File: config.mk
export PLATFORM = sky130hd
export DESIGN_NAME = llsc_resv_ctl
export DESIGN_NICKNAME = d
export VERILOG_FILES = /design/src/rtl/llsc_resv_ctl.sv
export SDC_FILE = /design/constraint.sdc
export NUM_CORES = 1
export LEC_CHECK = 0
export ABC_AREA = 1
export BUFFER_PORTS_ARGS = -buffer_cell sky130_fd_sc_hd__buf_2
export CORE_MARGIN = 3
export CORE_UTILIZATION = 35
export DETAILED_ROUTE_END_ITERATION = 12
export GPL_TIMING_DRIVEN = 0
export MAX_ROUTING_LAYER = met4
export RECOVER_POWER = 25
export SYNTH_ARGS = -nofsm -noshare
export SYNTH_HDL_FRONTEND = slang
export SYNTH_SLANG_ARGS = --single-unit
File: constraint.sdc
create_clock -name clk -period 1.5 [get_ports clk]
set_input_delay 0.15 -clock clk [delete_from_list [all_inputs] [get_ports clk]]
set_output_delay 0.15 -clock clk [all_outputs]
set_load 0.05 [all_outputs]
File: src/rtl/llsc_resv_ctl.sv
`timescale 1ns/1ps
module llsc_resv_ctl #(
  parameter int AW = 32,
  parameter int LINE_BYTES = 32
) (
  input  logic          clk,
  input  logic          rst_n,
  input  logic          req_valid,
  input  logic          req_sc,
  input  logic [AW-1:0] req_addr,
  input  logic [1:0]    line_state,
  input  logic          inv_valid,
  input  logic [AW-1:0] inv_addr,
  input  logic          ctx_switch,
  input  logic          home_rsp_valid,
  input  logic [1:0]    home_rsp_dir,
  output logic          busy,
  output logic          done,
  output logic          done_ok,
  output logic          home_req_valid,
  output logic          home_req_sc,
  output logic [AW-1:0] home_req_addr
);
  localparam int OFS = $clog2(LINE_BYTES);
  localparam int LW  = AW - OFS;
  localparam logic [1:0] LS_INV = 2'b00;
  localparam logic [1:0] LS_EXC = 2'b10;
  localparam logic [1:0] DIR_SHR = 2'b01;

  typedef enum logic [1:0] {S_IDLE, S_FILL, S_SC} st_t;
  st_t st;

  logic          resv_v;
  logic [LW-1:0] resv_line;

  wire [LW-1:0] req_line = req_addr[AW-1:OFS];
  wire accept  = req_valid && (st == S_IDLE);
  wire ll_acc  = accept && !req_sc;
  wire sc_acc  = accept && req_sc;
  wire hit     = resv_v && (resv_line == req_line);
  wire inv_hit = inv_valid && (inv_addr[AW-1:OFS] == resv_line);

  assign busy = (st != S_IDLE);

  always_ff @(posedge clk) begin
    if (!rst_n) begin
      st             <= S_IDLE;
      resv_v         <= 1'b0;
      resv_line      <= '0;
      done           <= 1'b0;
      done_ok        <= 1'b0;
      home_req_valid <= 1'b0;
      home_req_sc    <= 1'b0;
      home_req_addr  <= '0;
    end else begin
      done           <= 1'b0;
      home_req_valid <= 1'b0;
      if (inv_hit || ctx_switch) resv_v <= 1'b0;
      case (st)
        S_IDLE: begin
          if (ll_acc) begin
            resv_v    <= 1'b1;
            resv_line <= req_line;
            if (line_state == LS_INV) begin
              home_req_valid <= 1'b1;
              home_req_sc    <= 1'b0;
              home_req_addr  <= {req_line, {OFS{1'b0}}};
              st             <= S_FILL;
            end else begin
              done    <= 1'b1;
              done_ok <= 1'b1;
            end
          end else if (sc_acc) begin
            resv_v <= 1'b0;
            if (!hit) begin
              done    <= 1'b1;
              done_ok <= 1'b0;
            end else if (line_state == LS_EXC) begin
              done    <= 1'b1;
              done_ok <= 1'b1;
            end else begin
              home_req_valid <= 1'b1;
              home_req_sc    <= 1'b1;
              home_req_addr  <= {req_line, {OFS{1'b0}}};
              st             <= S_SC;
            end
          end
        end
        S_FILL: if (home_rsp_valid) begin
          done    <= 1'b1;
          done_ok <= 1'b1;
          st      <= S_IDLE;
        end
        S_SC: if (home_rsp_valid) begin
          done    <= 1'b1;
          done_ok <= (home_rsp_dir == DIR_SHR);
          st      <= S_IDLE;
        end
        default: st <= S_IDLE;
      endcase
    end
  end

  assert_ll_arms_R1: assert property (@(posedge clk) disable iff (!rst_n)
    ll_acc |=> resv_v && (resv_line == $past(req_line)));

  assert_inv_clears_R3: assert property (@(posedge clk) disable iff (!rst_n)
    (inv_hit && !ll_acc) |=> !resv_v);

  assert_sc_nores_fails_R4: assert property (@(posedge clk) disable iff (!rst_n)
    (sc_acc && !resv_v) |=> done && !done_ok && !home_req_valid);

  assert_sc_excl_local_R5: assert property (@(posedge clk) disable iff (!rst_n)
    (sc_acc && hit && line_state == LS_EXC) |=> done && done_ok && !home_req_valid);

  assert_home_verdict_R6: assert property (@(posedge clk) disable iff (!rst_n)
    (st == S_SC && home_rsp_valid) |=> done && (done_ok == ($past(home_rsp_dir) == DIR_SHR)));

  assert_ctx_clears_R7: assert property (@(posedge clk) disable iff (!rst_n)
    (ctx_switch && !ll_acc) |=> !resv_v);

  assert_sc_drops_R8: assert property (@(posedge clk) disable iff (!rst_n)
    sc_acc |=> !resv_v);
endmodule

Word level (Yosys, flattened, before mapping). Index checks and enable logic that the tools add are counted.

Eq/ne operators: 17. Multiplexer cells: 41. Reduce and logical (&&, ||, !) cells: 19.

Operator list (count): $mux 32 (5); $eq 27x27->1 (2); $mux 1 (27); $mux 2 (6); $ne 3x3->1 const B (4); $reduce_and 5->1 (2); $ne 2x2->1 const B (3); $reduce_and 6->1 (1); $reduce_bool 2->1 (3); $logic_and 1x1->1 (5); $eq 2x1->1 const B (2); $eq 2x2->1 const B (2); $logic_not 2->1 (2); $ne 2x1->1 const B (2); $ne 4x3->1 const B (1); $pmux 2 s2 (1); $reduce_and 2->1 (2); $ne 3x2->1 const B (1); $pmux 1 s3 (1); $reduce_bool 3->1 (1); $pmux 1 s2 (1); $reduce_or 2->1 (1); $logic_not 1->1 (1); $logic_or 1x1->1 (1).

Register bits: 66. Output and inout port bits: 37. Logic and storage cells: 85. Input port bits: 75.

Longest topological paths before layout.
Word-level depth: 7. Depth in mapped cells: 16. Depth with buffers taken out: 14.

Worst setup path before layout. OpenSTA, ideal clock, no wires.

Path kind: reg-to-reg. Start: register st[0]. End: register st[0]. Cell stages (with the launch flop): 11. Path slack: -210 ps. Arrival: 1591 ps. Required time: 1382 ps. Buffers on the path: 0. Period minus slack after synthesis: 1710 ps. Setup time: 118 ps. Cell sequence: dfxtp_1 -> inv_1 -> ha_1 -> inv_1 -> nor2_1 -> nand2_1 -> o2111ai_1 -> inv_1 -> o21ai_0 -> nand3_1 -> a21oi_1.

Cells in the longest elaborated chain, start to end: 5. Elaborated cells between the ends (all ways): 15. Those cells by class: eq/ne (7); mux (2); reduce/logical (6).

RTL lines: start: declaration (line 31) `st_t st;`; start signal: assignment (line 47) `st <= S_IDLE;`; start signal: assignment (line 68) `st <= S_FILL;`; start signal: assignment (line 85) `st <= S_SC;`; $logic_not 2->1 (line 37, 59); $logic_and 1x1->1 (line 37) `wire accept = req_valid && (st == S_IDLE);`; $logic_and 1x1->1, on equally long branches (line 38, 39); $ne 3x2->1 (no source line), or another cell as far along; $reduce_and 5->1 (no source line) / $pmux 2 s2 (equally long branches).

Parallel ways exist; a longest one is shown, timed or not. A chain may end at the register's enable or synchronous reset.

Worst setup path in the final report.
Start: register resv_line[15]. End: register home_req_addr[19].

Cells in the longest elaborated chain, start to end: 4.

RTL lines: start: declaration (line 34) `logic [LW-1:0] resv_line;`; start signal: assignment (line 63) `resv_line <= req_line;`; $eq 27x27->1 (line 40) `wire hit = resv_v && (resv_line == req_line);`; $logic_and 1x1->1 (line 40); $reduce_bool 2->1 (no source line); $reduce_and 5->1 (no source line); end signal: assignment (line 67) `home_req_addr <= {req_line, {OFS{1'b0}}};`; end signal: assignment (line 84) `home_req_addr <= {req_line, {OFS{1'b0}}};`; end: declaration (line 22) `output logic [AW-1:0] home_req_addr`.

No other way between the ends.

==> flow_summary.yaml <==
timing:
  fin_crit_ns: 1.80
  layout_setup_ws_ns: -0.299
  hold_violations: 0
  rsz0062_at_grt: "yes"
  fmax_ghz: 0.556
  setup_viol: 33
  finalMaxSlewViolations: 0
  max_slew_margin: 0.531
  tightest_slew_ns: 0.704
  tns_ns: -7.04
  clock_skew_ns: 0.00966
  min_period_over_period: 1.20
run_status:
  status: "finished, violations left"
  violations: "negative setup slack"
place:
  dp_slack_ns: -0.345
  hpwl_mm: 9.11
  dp_cells: 796
  gp_congestion: 0.894
  numPortBuffers: 95
die:
  pin_count: 112
  die_area_sq_um: 11200
  die_width_um: 106
  die_h_um: 106
  start_util: 0.367
  core-area_sq_um: 9460
  fp-row-count: 35
synth:
  syn_inst: 568
  syn_avg_cell_area_sq_um: 6.11
  synth_area_leader_cell: "dfxtp_1"
  synth_edf_count: 0
  ys_ff_latch: 61
  async_flop_share: 0
  netlist_top_cells_area: "dfxtp_1 (35%), nand2_1 (17%), nor2_1 (10%), inv_1 (9.1%), o21ai_0 (7.4%)"
  ys_warn_count: 0
  ys_types: 33
  syn-cell-area_sq_um: 3470
  netlist.area_leader.share: 0.352
  synth_ff_type: "dfxtp_1"
  ys_seq_area_frac: 0.352
finish:
  nets: 807
  drive_gt1_frac: 0.424
  area_delta_synth_final_pct: 51.9
  fin_cells: 860
  diodes: 0
global_route:
  met1_usage: 0.282
  grt_pass1_vias: 3630
  grt-ovfl-total: 0
  grt_pass1_wl_mm: 17.9
  grt.busiest_layer: "met2"
  grtUsageTotal: 0.211
  met3_usage: 0.0349
  grt_max_degree: 12
  grtUsageMet2: 0.335
  antenna_found_initial: 0
worst_setup_path:
  path_class: "flop to flop"
  crit_arrival_ns: 2.04
  required_ns: 1.74
  cp_max_fo: 6
  crit_path_start_kind: "flop"
  end_kind: "flop"
cts:
  cts_inserted_buffers: 9
  clkTransAtPathRegs_ns: 0.07
  cts.path.max_buffers: 2
  clkSinkCount: 61
  ctsHoldBuffers: 0
  htree_num_levels: 3
  root_buffer: "clkbuf_8"
  clock_latency_ns: 0.34
  tritoncts: "done"
route:
  avgRoutedWirePerCell_um: 14.4
  drtIter0Drc: 203
  drtAntennaViolNets: 0
  firstDrtPassIters: 4
  drt-total-wl_mm: 12.4
  route.vias.total: 4026
  remaining_drc_errors: 0
  via_per_inst: 4.68
worst_hold_path:
  min_path_type: "input pin to flop"
flow_run:
  maxCapViolations: 0
power:
  vdd_drop_max_v: 0.000449
  p_leak_nw: 2.61
  powerDensity_nw_per_um2: 871
-- cells by family (layout without fill, tap and decap cells) --
| family | Yosys count | after routing | synth area share |
|---|---|---|---|
| and+or+nand+nor | 282 | 282 | 0.320 |
| buffers and inverters | 109 | 268 | 0.134 |
| AOI/OAI and AO/OA | 103 | 103 | 0.157 |
| DFF | 61 | 61 | 0.352 |
| xor gates and xnor gates | 7 | 7 | 0.0177 |
| adders and majority gates | 5 | 5 | 0.0180 |
| other | 1 | 5 | 0.00108 |
-- layout by cell type (no fill, tap or decap), types with 3 or more instances in the layout --
cell	n
buf_2	83
nor3_1	3
o2111ai_1	3
conb_1	5
or2_2	3
xnor2_1	3
o22ai_1	3
nand3_2	4
inv_2	20
nand3_1	7
clkbuf_4	3
clkbuf_1	16
nand2_2	37
nand4_1	3
dfxtp_4	5
xor2_1	3
dfxtp_2	23
clkbuf_8	10
nand2_1	119
a21oi_1	28
nor3_2	3
o21ai_1	10
a21oi_2	3
inv_1	64
ha_1	4
buf_8	4
buf_4	38
o21ai_0	38
o21ai_2	13
dfxtp_1	33
buf_6	12
clkinvlp_4	3
nor2_1	71
nor2_2	22
nor2_4	4
clkbuf_16	6
-- timing repair --
action,4_1_cts,5_1_grt
buffers inserted,17,28
endpoints found under the hold margin,0,0
pin swaps,20,54
cloned,2,5
resized for setup,72,117
setup endpoints to repair,60,60
-- worst paths after layout --
| check | from | to | slack, ns | depth (start not counted) |
|---|---|---|---|---|
| min | req_addr[21] | home_req_addr[21] | 0.07 | 3 |
| max reg2reg | resv_line[15] | home_req_addr[19] | -0.30 | 13 |
| min reg2reg | home_req_addr[5] | home_req_addr[5] | 0.47 | 2 |
| max | resv_line[15] | home_req_addr[19] | -0.30 | 13 |
-- cell type report --
type | count | area [sq um]
sequential | 61 | 1270
clock inverter | 6 | 88.8
inverter | 87 | 345
buffer | 22 | 229
clock buffer | 9 | 124
tap | 129 | 161
multi-input combinational | 402 | 2110
fill | 975 | 4190
timing repair buffer | 144 | 941
-- state kept, by name (all words and copies together) (netlist names) --
| register | flops |
|---|---|
| done | 1 |
| done_ok | 1 |
| home_req_addr | 27 |
| home_req_sc | 1 |
| home_req_valid | 1 |
| resv_line | 27 |
| resv_v | 1 |
| st | 2 |
-- where the power goes --
part           switching, mW  internal [mW]  leakage (nW)
Clock                  0.679          0.925         0.101
Sequential            0.0719           1.72         0.511
Combinational          0.721          0.478          2.00
Total                   1.47           3.12          2.61
-- per-layer routing --
layer | vias up | part of all wire
li1 | 2074 | -
met1 | 1844 | 0.47
met2 | 101 | 0.48
met3 | 7 | 0.045
met4 | 0 | 0.0078
met5 | - | 0
-- worst max-delay path, stage by stage, from the launching register on --
cell and delay (ns):
dfxtp_2 0.36, inv_2 0.05, nand2_2 0.06, nand2_1 0.05
nor2_1 0.13, nand3_1 0.14, nor2_2 0.15, nand2_2 0.09
nand2_2 0.10, nand2_4 0.08, buf_8 0.16, clkbuf_16 0.16
o21ai_2 0.12, nor2_1 0.06
-- through the flow --
stage | power (mW) | hold slack, ns | utilization | cell area, sq um
3_3_place_gp | 2.71 | 0.425 | 0.440 | 4160
5_1_grt | 4.80 | 0.0782 | 0.557 | 5270
6_report | 4.59 | 0.0747 | 0.557 | 5270
3_5_place_dp | 2.72 | 0.438 | 0.440 | 4160
2_1_floorplan | 2.41 | 0.285 | - | 3520
4_1_cts | 4.42 | 0.0733 | 0.502 | 4740
-- Yosys cell counts, types with 4 or more instances --
| cell | n |
|---|---|
| a21oi_1 | 31 |
| buf_4 | 5 |
| clkbuf_1 | 10 |
| dfxtp_1 | 61 |
| ha_1 | 5 |
| inv_1 | 84 |
| nand2_1 | 156 |
| nand3_1 | 11 |
| nor2_1 | 97 |
| nor3_1 | 6 |
| o2111ai_1 | 4 |
| o21ai_0 | 51 |
| o21ai_1 | 10 |
| or2_2 | 4 |
| xnor2_1 | 4 |
No activity file was read; power rests on OpenSTA's default activity.
